File: src/rtl/spi_flag_pkg.sv
// Package: shared flag bundle and the clearing style selector for the
// SPI status flag controller.
package spi_flag_pkg;

    // Clearing style of one status flag
    typedef enum logic {
        CLR_DIRECT   = 1'b0,   // single access clears
        CLR_SEQUENCE = 1'b1    // status read then follow-up access clears
    } clr_style_e;

    // Bundle of the four status flags
    typedef struct packed {
        logic tx_empty;
        logic rx_full;
        logic overrun;
        logic mode_fault;
    } spi_flags_t;

endpackage

File: src/rtl/spi_seq_flag.sv
// Module: spi_seq_flag
// One sticky status flag. It is set by an event and cleared by either one
// access (CLR_DIRECT) or an armed two-access sequence (CLR_SEQUENCE).
// In the sequence style, a status read taken while the flag is 1 arms the
// clear, and a later follow-up access performs it. A set event in the same
// cycle as a clear wins. force_clr_i holds the flag at 0 and overrides all.
// Assumes all inputs are single-cycle, synchronous strobes.
module spi_seq_flag
    import spi_flag_pkg::*;
#(
    parameter clr_style_e STYLE   = CLR_SEQUENCE,
    parameter logic       RST_VAL = 1'b0
) (
    input  logic clk,
    input  logic rst_n,
    input  logic set_i,
    input  logic stat_rd_i,
    input  logic clr_acc_i,
    input  logic force_clr_i,
    output logic flag_o
);

    logic flag_q;
    logic arm_q;
    logic clr_ok;

    // Pick the clearing condition for the configured style
    generate
        if (STYLE == CLR_DIRECT) begin : g_direct
            assign clr_ok = clr_acc_i;
        end else begin : g_seq
            assign clr_ok = clr_acc_i & arm_q;
        end
    endgenerate

    // Arm the clear on a status read that sees the flag set; consume on clear
    always_ff @(posedge clk) begin
        if (!rst_n)              arm_q <= 1'b0;
        else if (clr_ok)         arm_q <= 1'b0;
        else if (!flag_q)        arm_q <= 1'b0;
        else if (stat_rd_i)      arm_q <= 1'b1;
    end

    // Flag register: forced clear, then set priority, then clear
    always_ff @(posedge clk) begin
        if (!rst_n)              flag_q <= RST_VAL;
        else if (force_clr_i)    flag_q <= 1'b0;
        else if (set_i)          flag_q <= 1'b1;
        else if (clr_ok)         flag_q <= 1'b0;
    end

    assign flag_o = flag_q;


    set_wins_chk: assert property (@(posedge clk) disable iff (!rst_n)
        (set_i && !force_clr_i) |=> flag_o);


    no_clear_without_access_chk: assert property (@(posedge clk) disable iff (!rst_n)
        (flag_o && !clr_acc_i && !force_clr_i) |=> flag_o);


    reset_value_chk: assert property (@(posedge clk)
        !rst_n |=> (flag_o == RST_VAL));

endmodule

File: src/rtl/spi_irq_gen.sv
// Module: spi_irq_gen
// Combines the flags with the enables into the two CPU requests. The
// transmit request needs the peripheral enable. The receive/error request
// does not. Both error flags share the error enable.
// Assumes the flags come from registers, so both requests are glitch-free.
module spi_irq_gen
    import spi_flag_pkg::*;
(
    input  spi_flags_t flags_i,
    input  logic       spe_i,
    input  logic       tx_ie_i,
    input  logic       rx_ie_i,
    input  logic       err_ie_i,
    output logic       irq_tx_o,
    output logic       irq_rx_err_o
);

    logic err_any;

    // Request combination for both vectors
    always_comb begin
        err_any      = flags_i.overrun | flags_i.mode_fault;
        irq_tx_o     = flags_i.tx_empty & tx_ie_i & spe_i;
        irq_rx_err_o = (flags_i.rx_full & rx_ie_i) | (err_any & err_ie_i);
    end


    tx_gate_chk: assert final (!(irq_tx_o && !spe_i));

endmodule

File: src/rtl/spi_flag_irq_ctrl.sv
// Module: spi_flag_irq_ctrl (top)
// Holds the four status flags of a double-buffered SPI and drives its two
// interrupt requests. It also tells the data path whether a completed byte
// may be loaded into the receive buffer: not while the previous byte is
// still unread.
// Assumes that events and access strobes are one-cycle pulses and that the
// configuration inputs are quasi-static levels.
module spi_flag_irq_ctrl
    import spi_flag_pkg::*;
(
    input  logic clk,
    input  logic rst_n,
    input  logic tx_load_evt,
    input  logic rx_done_evt,
    input  logic mode_fault_evt,
    input  logic stat_rd,
    input  logic rxd_rd,
    input  logic txd_wr,
    input  logic ctrl_wr,
    input  logic cfg_spe,
    input  logic cfg_tx_ie,
    input  logic cfg_rx_ie,
    input  logic cfg_err_ie,
    input  logic cfg_modf_en,
    output logic flag_tx_empty,
    output logic flag_rx_full,
    output logic flag_overrun,
    output logic flag_mode_fault,
    output logic rx_capture,
    output logic irq_tx,
    output logic irq_rx_err
);

    spi_flags_t flags;
    logic       ovr_set;
    logic       modf_set;

    // Event qualification: a byte completing into a full buffer is an overrun
    always_comb begin
        rx_capture = rx_done_evt & ~flags.rx_full;
        ovr_set    = rx_done_evt &  flags.rx_full;
        modf_set   = mode_fault_evt & cfg_modf_en;
    end

    spi_seq_flag #(.STYLE(CLR_DIRECT), .RST_VAL(1'b1)) u_tx_empty (
        .clk(clk), .rst_n(rst_n), .set_i(tx_load_evt), .stat_rd_i(stat_rd),
        .clr_acc_i(txd_wr), .force_clr_i(1'b0), .flag_o(flags.tx_empty));

    spi_seq_flag #(.STYLE(CLR_SEQUENCE), .RST_VAL(1'b0)) u_rx_full (
        .clk(clk), .rst_n(rst_n), .set_i(rx_done_evt), .stat_rd_i(stat_rd),
        .clr_acc_i(rxd_rd), .force_clr_i(1'b0), .flag_o(flags.rx_full));

    spi_seq_flag #(.STYLE(CLR_SEQUENCE), .RST_VAL(1'b0)) u_overrun (
        .clk(clk), .rst_n(rst_n), .set_i(ovr_set), .stat_rd_i(stat_rd),
        .clr_acc_i(rxd_rd), .force_clr_i(1'b0), .flag_o(flags.overrun));

    spi_seq_flag #(.STYLE(CLR_SEQUENCE), .RST_VAL(1'b0)) u_mode_fault (
        .clk(clk), .rst_n(rst_n), .set_i(modf_set), .stat_rd_i(stat_rd),
        .clr_acc_i(ctrl_wr), .force_clr_i(~cfg_modf_en), .flag_o(flags.mode_fault));

    spi_irq_gen u_irq (
        .flags_i(flags), .spe_i(cfg_spe), .tx_ie_i(cfg_tx_ie),
        .rx_ie_i(cfg_rx_ie), .err_ie_i(cfg_err_ie),
        .irq_tx_o(irq_tx), .irq_rx_err_o(irq_rx_err));

    // Flag outputs
    assign flag_tx_empty   = flags.tx_empty;
    assign flag_rx_full    = flags.rx_full;
    assign flag_overrun    = flags.overrun;
    assign flag_mode_fault = flags.mode_fault;


    tx_wr_clears_chk: assert property (@(posedge clk) disable iff (!rst_n)
        (txd_wr && !tx_load_evt) |=> !flag_tx_empty);


    overrun_keeps_full_chk: assert property (@(posedge clk) disable iff (!rst_n)
        (rx_done_evt && flag_rx_full) |=> (flag_overrun && flag_rx_full));


    capture_sets_full_chk: assert property (@(posedge clk) disable iff (!rst_n)
        rx_capture |=> flag_rx_full);


    modf_disabled_chk: assert property (@(posedge clk) disable iff (!rst_n)
        !cfg_modf_en |=> !flag_mode_fault);


    rx_req_no_spe_chk: assert property (@(posedge clk) disable iff (!rst_n)
        (flag_rx_full && cfg_rx_ie) |-> irq_rx_err);


    tx_req_chk: assert property (@(posedge clk) disable iff (!rst_n)
        (flag_tx_empty && cfg_tx_ie && cfg_spe) |-> irq_tx);

endmodule

File: config.mk
export PLATFORM = sky130hd
export DESIGN_NAME = spi_flag_irq_ctrl
export DESIGN_NICKNAME = d
export VERILOG_FILES = /design/src/rtl/spi_flag_pkg.sv /design/src/rtl/spi_seq_flag.sv /design/src/rtl/spi_irq_gen.sv /design/src/rtl/spi_flag_irq_ctrl.sv
export SDC_FILE = /design/constraint.sdc
export NUM_CORES = 1
export LEC_CHECK = 0
export BUFFER_PORTS_ARGS = -buffer_cell sky130_fd_sc_hd__buf_4
export CAP_MARGIN = 20
export CORE_AREA = 2 2 39 41
export DETAILED_ROUTE_END_ITERATION = 12
export DIE_AREA = 0 0 41 43
export PLACE_DENSITY = 0.48
export SLEW_MARGIN = 10
export SYNTH_ARGS = -nofsm -noshare
export SYNTH_HDL_FRONTEND = slang
export SYNTH_SLANG_ARGS = --single-unit
File: constraint.sdc
create_clock -name clk -period 0.9 [get_ports clk]
set_input_delay 0.18 -clock clk [delete_from_list [all_inputs] [get_ports clk]]
set_output_delay 0.18 -clock clk [all_outputs]
set_load 0.02 [all_outputs]
==> run_results.csv, run 1 <==
group,metric,value,unit
run_status,outcome,"complete, but fails checks",
run_status,violations,"setup timing",
clocking,numCtsBuffers,3,
clocking,clk_latency,0.24,ns
worst_setup_path,worstRegToRegCells,3,
synth,syn_avg_cell_area,10.9,µm²
synth,async_reset_ff_share,0,%
synth,ys_warn_count,0,
worst_setup_path,cp.arrival,0.89,ns
global_routing,grt_pass1_vias,257,
floorplan,die_w,41,µm
drt,drc,0,
global_routing,grt_pass1_wl,1010,µm
global_routing,track_usage,8.94,%
floorplan,floorplan.initialDensity,19.7,%
global_routing,grt_max_degree,9,
final_layout,areaGrowthSynthToFinish,96.8,%
final_layout,final_cell_count_no_fill,68,
floorplan,dieHeight,43,µm
sta,setup_viol,7,
worst_setup_path,cp.buffers_inverters,1,
final_layout,drive_above_1_share,65.4,%
run,drv_cap,0,
synth,syn_inst,25,
synth,post-synth-top-count-cell,"dfxtp_1",
sta,min_period,1.07,ns
clocking,clk_path_buf_depth,2,
power,p_per_area,1470,mW/mm²
sta,clock_skew,0.000896,ns
drt,final_antenna_net_count,0,
min_path,hold_depth,2,
worst_setup_path,critical_path.cell_chain,"o21ai_2 > nand2_1 > buf_6",
floorplan,dieArea,0.00176,mm²
worst_setup_path,reg2reg_to,"u_mode_fault.flag_o$_SDFFE_PN0P_",
worst_setup_path,crit_required,0.72,ns
synth,synth_top_area_cell,"dfxtp_1",
synth,synth_common_cells,"dfxtp_1 (7), nand2_1 (3), o211a_1 (3)",
worst_setup_path,slowest_delay,0.32,ns
worst_setup_path,crit_slowest_cell,"dfxtp_2",
sta,rsz0062_at_grt,"true",
worst_setup_path,endpoint_kind,"primary output",
synth,synth-edff-count,0,
worst_setup_path,r2r_slack,0,ns
sta,setup_ws,-0.170,ns
floorplan,num_rows,14,
sta,drv_slew,0,
synth,synth-seq-area-share,51.4,%
synth,ys_seq_elements,7,
clocking,clock_sinks,7,
sta,worst_pin_slew,0.162,ns
synth,ys_types,13,
synth,synth_nets,39,
sta,max_slew_margin,89.2,%
min_path,hold_end,"u_tx_empty.flag_o$_SDFFE_PP1P_",
clocking,clkTransAtPathRegs,0.05,ns
drt,dr.pass1.iters,4,
floorplan,ios,21,
drt,vias,298,
floorplan,coreArea,0.00138,mm²
synth,yosysTopAreaCellShare,51.4,%
final_layout,insertedDiodeCount,0,
synth,syn_area,273,µm²
final_layout,final_nets,67,
sta,hold_violations,0,
power,power.leakage,0.283,nW
global_routing,antenna_found_initial,0,
worst_setup_path,startpoint_type,"flop",
clocking,cts_hold_buf,0,
global_routing,overflow,0,
sta,finalCritPeriodShare,119,%
worst_setup_path,critPathMaxFanout,2,
final_layout,fill_cells,149,
min_path,min_from,"tx_load_evt",
drt,drt_iter0_drc,5,
power,peakVddDrop,599,µV
placed_design,portBuffers,20,
sta,fmax,0.935,GHz
worst_setup_path,cp_top_family,"flip-flops",
synth,yosys_most_used_dff,"dfxtp_1",
drt,avgViaCountPerCell,4.38,
placed_design,gp_congestion,0.626,
worst_setup_path,reg2reg_from,"u_mode_fault.flag_o$_SDFFE_PN0P_",
power,totalPowerFinal,0.790,mW
worst_setup_path,worstSetupPathType,"flop to primary output",
min_path,holdCritPathClass,"input port to flop",
clocking,cts_tree,"built",
clocking,htreeDepth,1,
placed_design,dp_cells,61,
drt,wl_per_cell,10.1,µm
clocking,cts_root_buf,"clkbuf_4",
synth,synth_area_leaders,"dfxtp_1 (51%), o211a_1 (11%), a21boi_1 (5.5%)",
drt,wl,686,µm
-- placed cells by master (no fill, tap or decap), drive strengths merged --
cell,Yosys,layout
dfxtp,7,7
o211a,3,3
nand2,3,3
o21a,1,1
a21boi,2,2
and3,2,2
nand2b,1,1
clkbuf,0,4
a31o,1,1
buf,1,24
nand3b,1,1
o21ai,1,1
nor2b,1,1
o2111a,1,1
-- cell type report --
type / count / area, µm² / area share [%]
Multi-Input combinational cell: 17 / 133 / 24.7
Timing Repair Buffer: 24 / 210 / 39.2
Clock buffer: 4 / 26.3 / 4.90
Tap cell: 16 / 20.0 / 3.73
Sequential cell: 7 / 148 / 27.5
-- worst max-delay path by stage --
stage,cells past startpoint,slack (ns),endpoint,startpoint
floorplan,2,0.004,u_rx_full.arm_q$_SDFFE_PP0P_,u_rx_full.flag_o$_SDFFE_PN0P_
detailed placement,3,0.03,irq_rx_err,u_mode_fault.flag_o$_SDFFE_PN0P_
CTS,3,-0.19,irq_rx_err,u_mode_fault.flag_o$_SDFFE_PN0P_
finish,3,-0.17,irq_rx_err,u_overrun.flag_o$_SDFFE_PN0P_
global placement,3,0.05,irq_rx_err,u_mode_fault.flag_o$_SDFFE_PN0P_
global route,3,-0.23,irq_rx_err,u_overrun.flag_o$_SDFFE_PN0P_
-- through the flow --
stage | hold slack [ns] | cell area (µm²) | setup slack, ns | util (%) | setup TNS (ns)
final | 0.121 | 537 | -0.170 | 38.8 | -0.683
after global routing | 0.134 | 537 | -0.233 | 38.8 | -0.920
after CTS | 0.114 | 533 | -0.191 | 38.5 | -0.761
after detailed placement | 0.372 | 444 | 0.0289 | 32.1 | 0
after global placement | 0.371 | 444 | 0.0470 | 32.1 | 0
after floorplan | 0.286 | 278 | 0.00370 | - | 0
-- where the power goes --
group | switching (mW) | total [mW] | leakage, nW | internal (mW)
sequential | 0.0133 | 0.340 | 0.0584 | 0.327
combinational | 0.0662 | 0.176 | 0.210 | 0.110
clock | 0.105 | 0.274 | 0.0150 | 0.169
-- worst reg2reg max path: stages (launching register included) --
cell and delay, ns:
dfxtp_2 0.32, buf_4 0.13, a21boi_1 0.13, o211a_1 0.21
-- layer usage --
metal / global-route usage, % / part of all wire, %
met1: 11.9 / 45
met2: 10.6 / 45
met3: 3.14 / 9.2
met4: 8.00 / 0.58
met5: 0 / 0
-- cells by family after synthesis --
family / Yosys count / share of synthesized area, %
DFF: 7 / 51.4
buffers and inverters: 1 / 4.13
and+or+nand+nor: 8 / 16.1
AOI/OAI and AO/OA: 9 / 28.4
-- sequential cells by signal, indices dropped and copies added, names as in the netlist --
name	count
u_rx_full.arm_q	1
u_mode_fault.flag_o	1
u_rx_full.flag_o	1
u_mode_fault.arm_q	1
u_overrun.arm_q	1
u_tx_empty.flag_o	1
u_overrun.flag_o	1
-- repair_timing --
item | in CTS | in global routing
pin swaps | 2 | 2
buffers inserted | 3 | 0
cloned | 0 | 0
resized for setup | 14 | 1
setup endpoints to repair | 7 | 8
Note: power is estimated with default switching activity, not from simulation.
==> run 2: changes to the inputs <==
--- a/config.mk
+++ b/config.mk
@@ -11,6 +11,7 @@
 export DETAILED_ROUTE_END_ITERATION = 12
 export DIE_AREA = 0 0 41 43
 export PLACE_DENSITY = 0.48
+export RECOVER_POWER = 100
 export SLEW_MARGIN = 10
 export SYNTH_ARGS = -nofsm -noshare
 export SYNTH_HDL_FRONTEND = slang
==> run 2 against run 1 <==
Effect of this change: clock power about the same; design area down 0.23%; the flow still finishes with violations (setup timing); hold slack is essentially flat; critical endpoint is now irq_tx.
==> run_results.csv, run 2 (synthesis results as in run 1) <==
group,metric,value,unit
worst_setup_path,critical_path.cell_chain,"and3_4 > buf_6",
sta,setup_viol,7,
sta,clock_skew,0.000896,ns
worst_setup_path,endpoint_kind,"primary output",
drt,wl,691,µm
final_layout,layout_commonest_cell,"buf_4",
clocking,clkTransAtPathRegs,0.05,ns
drt,avgViaCountPerCell,4.35,
sta,finalCritPeriodShare,120,%
clocking,cts_root_buf,"clkbuf_4",
sta,worst_pin_slew,0.219,ns
clocking,numCtsBuffers,3,
drt,drc,0,
global_routing,grt_max_degree,9,
worst_setup_path,crit_start,"u_tx_empty.flag_o$_SDFFE_PP1P_",
floorplan,dieArea,0.00176,mm²
global_routing,antenna_found_initial,0,
sta,rsz0062_at_grt,"true",
floorplan,num_rows,14,
global_routing,track_usage,8.94,%
clocking,clk_latency,0.24,ns
clocking,clock_sinks,7,
power,p_per_area,1470,mW/mm²
final_layout,drive_above_1_share,63.5,%
placed_design,dp_cells,61,
worst_setup_path,critPathMaxFanout,3,
floorplan,floorplan.initialDensity,19.7,%
sta,hold_violations,0,
drt,final_antenna_net_count,0,
min_path,min_from,"tx_load_evt",
clocking,cts_tree,"built",
floorplan,die_w,41,µm
drt,vias,296,
drt,wl_per_cell,10.2,µm
floorplan,dieHeight,43,µm
sta,min_period,1.08,ns
final_layout,final_core_util,38.7,%
drt,dr.pass1.iters,4,
placed_design,portBuffers,20,
worst_setup_path,worstSetupPathType,"flop to primary output",
sta,max_slew_margin,85.3,%
global_routing,grt_pass1_vias,257,
final_layout,final_cell_count_no_fill,68,
run_status,outcome,"complete, but fails checks",
power,power.leakage,0.283,nW
clocking,clk_path_buf_depth,2,
global_routing,grt_pass1_wl,1010,µm
worst_setup_path,cp.buffers_inverters,1,
worst_setup_path,slowest_delay,0.36,ns
final_layout,final_nets,67,
power,totalPowerFinal,0.790,mW
drt,drt_iter0_drc,4,
final_layout,areaGrowthSynthToFinish,96.3,%
worst_setup_path,reg2reg_from,"u_mode_fault.flag_o$_SDFFE_PN0P_",
sta,fmax,0.922,GHz
floorplan,coreArea,0.00138,mm²
run,drv_cap,0,
worst_setup_path,crit_slowest_cell,"dfxtp_1",
sta,setup_ws,-0.184,ns
final_layout,fill_cells,149,
placed_design,gp_congestion,0.626,
worst_setup_path,startpoint_type,"flop",
final_layout,insertedDiodeCount,0,
power,peakVddDrop,599,µV
clocking,cts_hold_buf,0,
run_status,violations,"setup timing",
floorplan,ios,21,
placed_design,dpl_cell_area,444,µm²
sta,drv_slew,0,
worst_setup_path,crit_required,0.72,ns
final_layout,most-common-layout-cells,"buf_4 (16), buf_6 (8), dfxtp_1 (4)",
final_layout,design_area,536,µm²
clocking,htreeDepth,1,
worst_setup_path,cp.arrival,0.90,ns
sta,setup_tns,-0.745,ns
worst_setup_path,cp_top_family,"flip-flops",
placed_design,pre_cts_ws,0.0289,ns
sta,hold_ws,0.121,ns
global_routing,overflow,0,
min_path,holdCritPathClass,"input port to flop",
==> run 2: changes by cell type in the layout (fill, tap and decap cells not counted) <==
cell      change
a21boi_0      +1
a21boi_1      -1
dfxtp_1       +1
dfxtp_2       -1
==> run 2: worst paths after layout <==
kind                                      endpoint  slack, ns  depth (start not counted)
setup / recovery                            irq_tx      -0.18                          2
hold / removal      u_tx_empty.flag_o$_SDFFE_PP1P_       0.12                          2
setup reg to reg  u_mode_fault.flag_o$_SDFFE_PN0P_          0                          3
hold reg to reg       u_rx_full.arm_q$_SDFFE_PP0P_       0.47                          1
==> run 2: cell type report <==
| type | count | area (µm²) | share of cell area [%] |
|---|---|---|---|
| Multi-Input combinational cell | 17 | 133 | 24.8 |
| Sequential cell | 7 | 146 | 27.3 |
| Tap cell | 16 | 20.0 | 3.74 |
| Clock buffer | 4 | 26.3 | 4.91 |
| Timing Repair Buffer | 24 | 210 | 39.3 |
==> run 2: routing by layer <==
layer  vias up  track usage (%)  share of wire [%]
met5         -                0                  0
met4         0             8.00               0.58
met3         2             3.14                9.1
met2        13             10.6                 45
met1       134             11.9                 45
li1        147                -                  -
==> run 2: power by group <==
part           switching [mW]  total, mW  internal (mW)  leakage (nW)
Sequential             0.0132      0.340          0.326        0.0588
Combinational          0.0662      0.176          0.110         0.209
Clock                   0.105      0.274          0.169        0.0150
==> run 2: timing repair <==
| item | in CTS | in global routing |
|---|---|---|
| buffers inserted | 3 | 0 |
| resized for setup | 14 | 1 |
| pin swaps | 2 | 2 |
| endpoints found under the setup margin | 7 | 8 |
==> run 2: worst reg2reg max path, cell delays in order (launching register included) <==
cell,delay (ns)
dfxtp_2,0.32
buf_4,0.13
a21boi_1,0.13
o211a_1,0.21
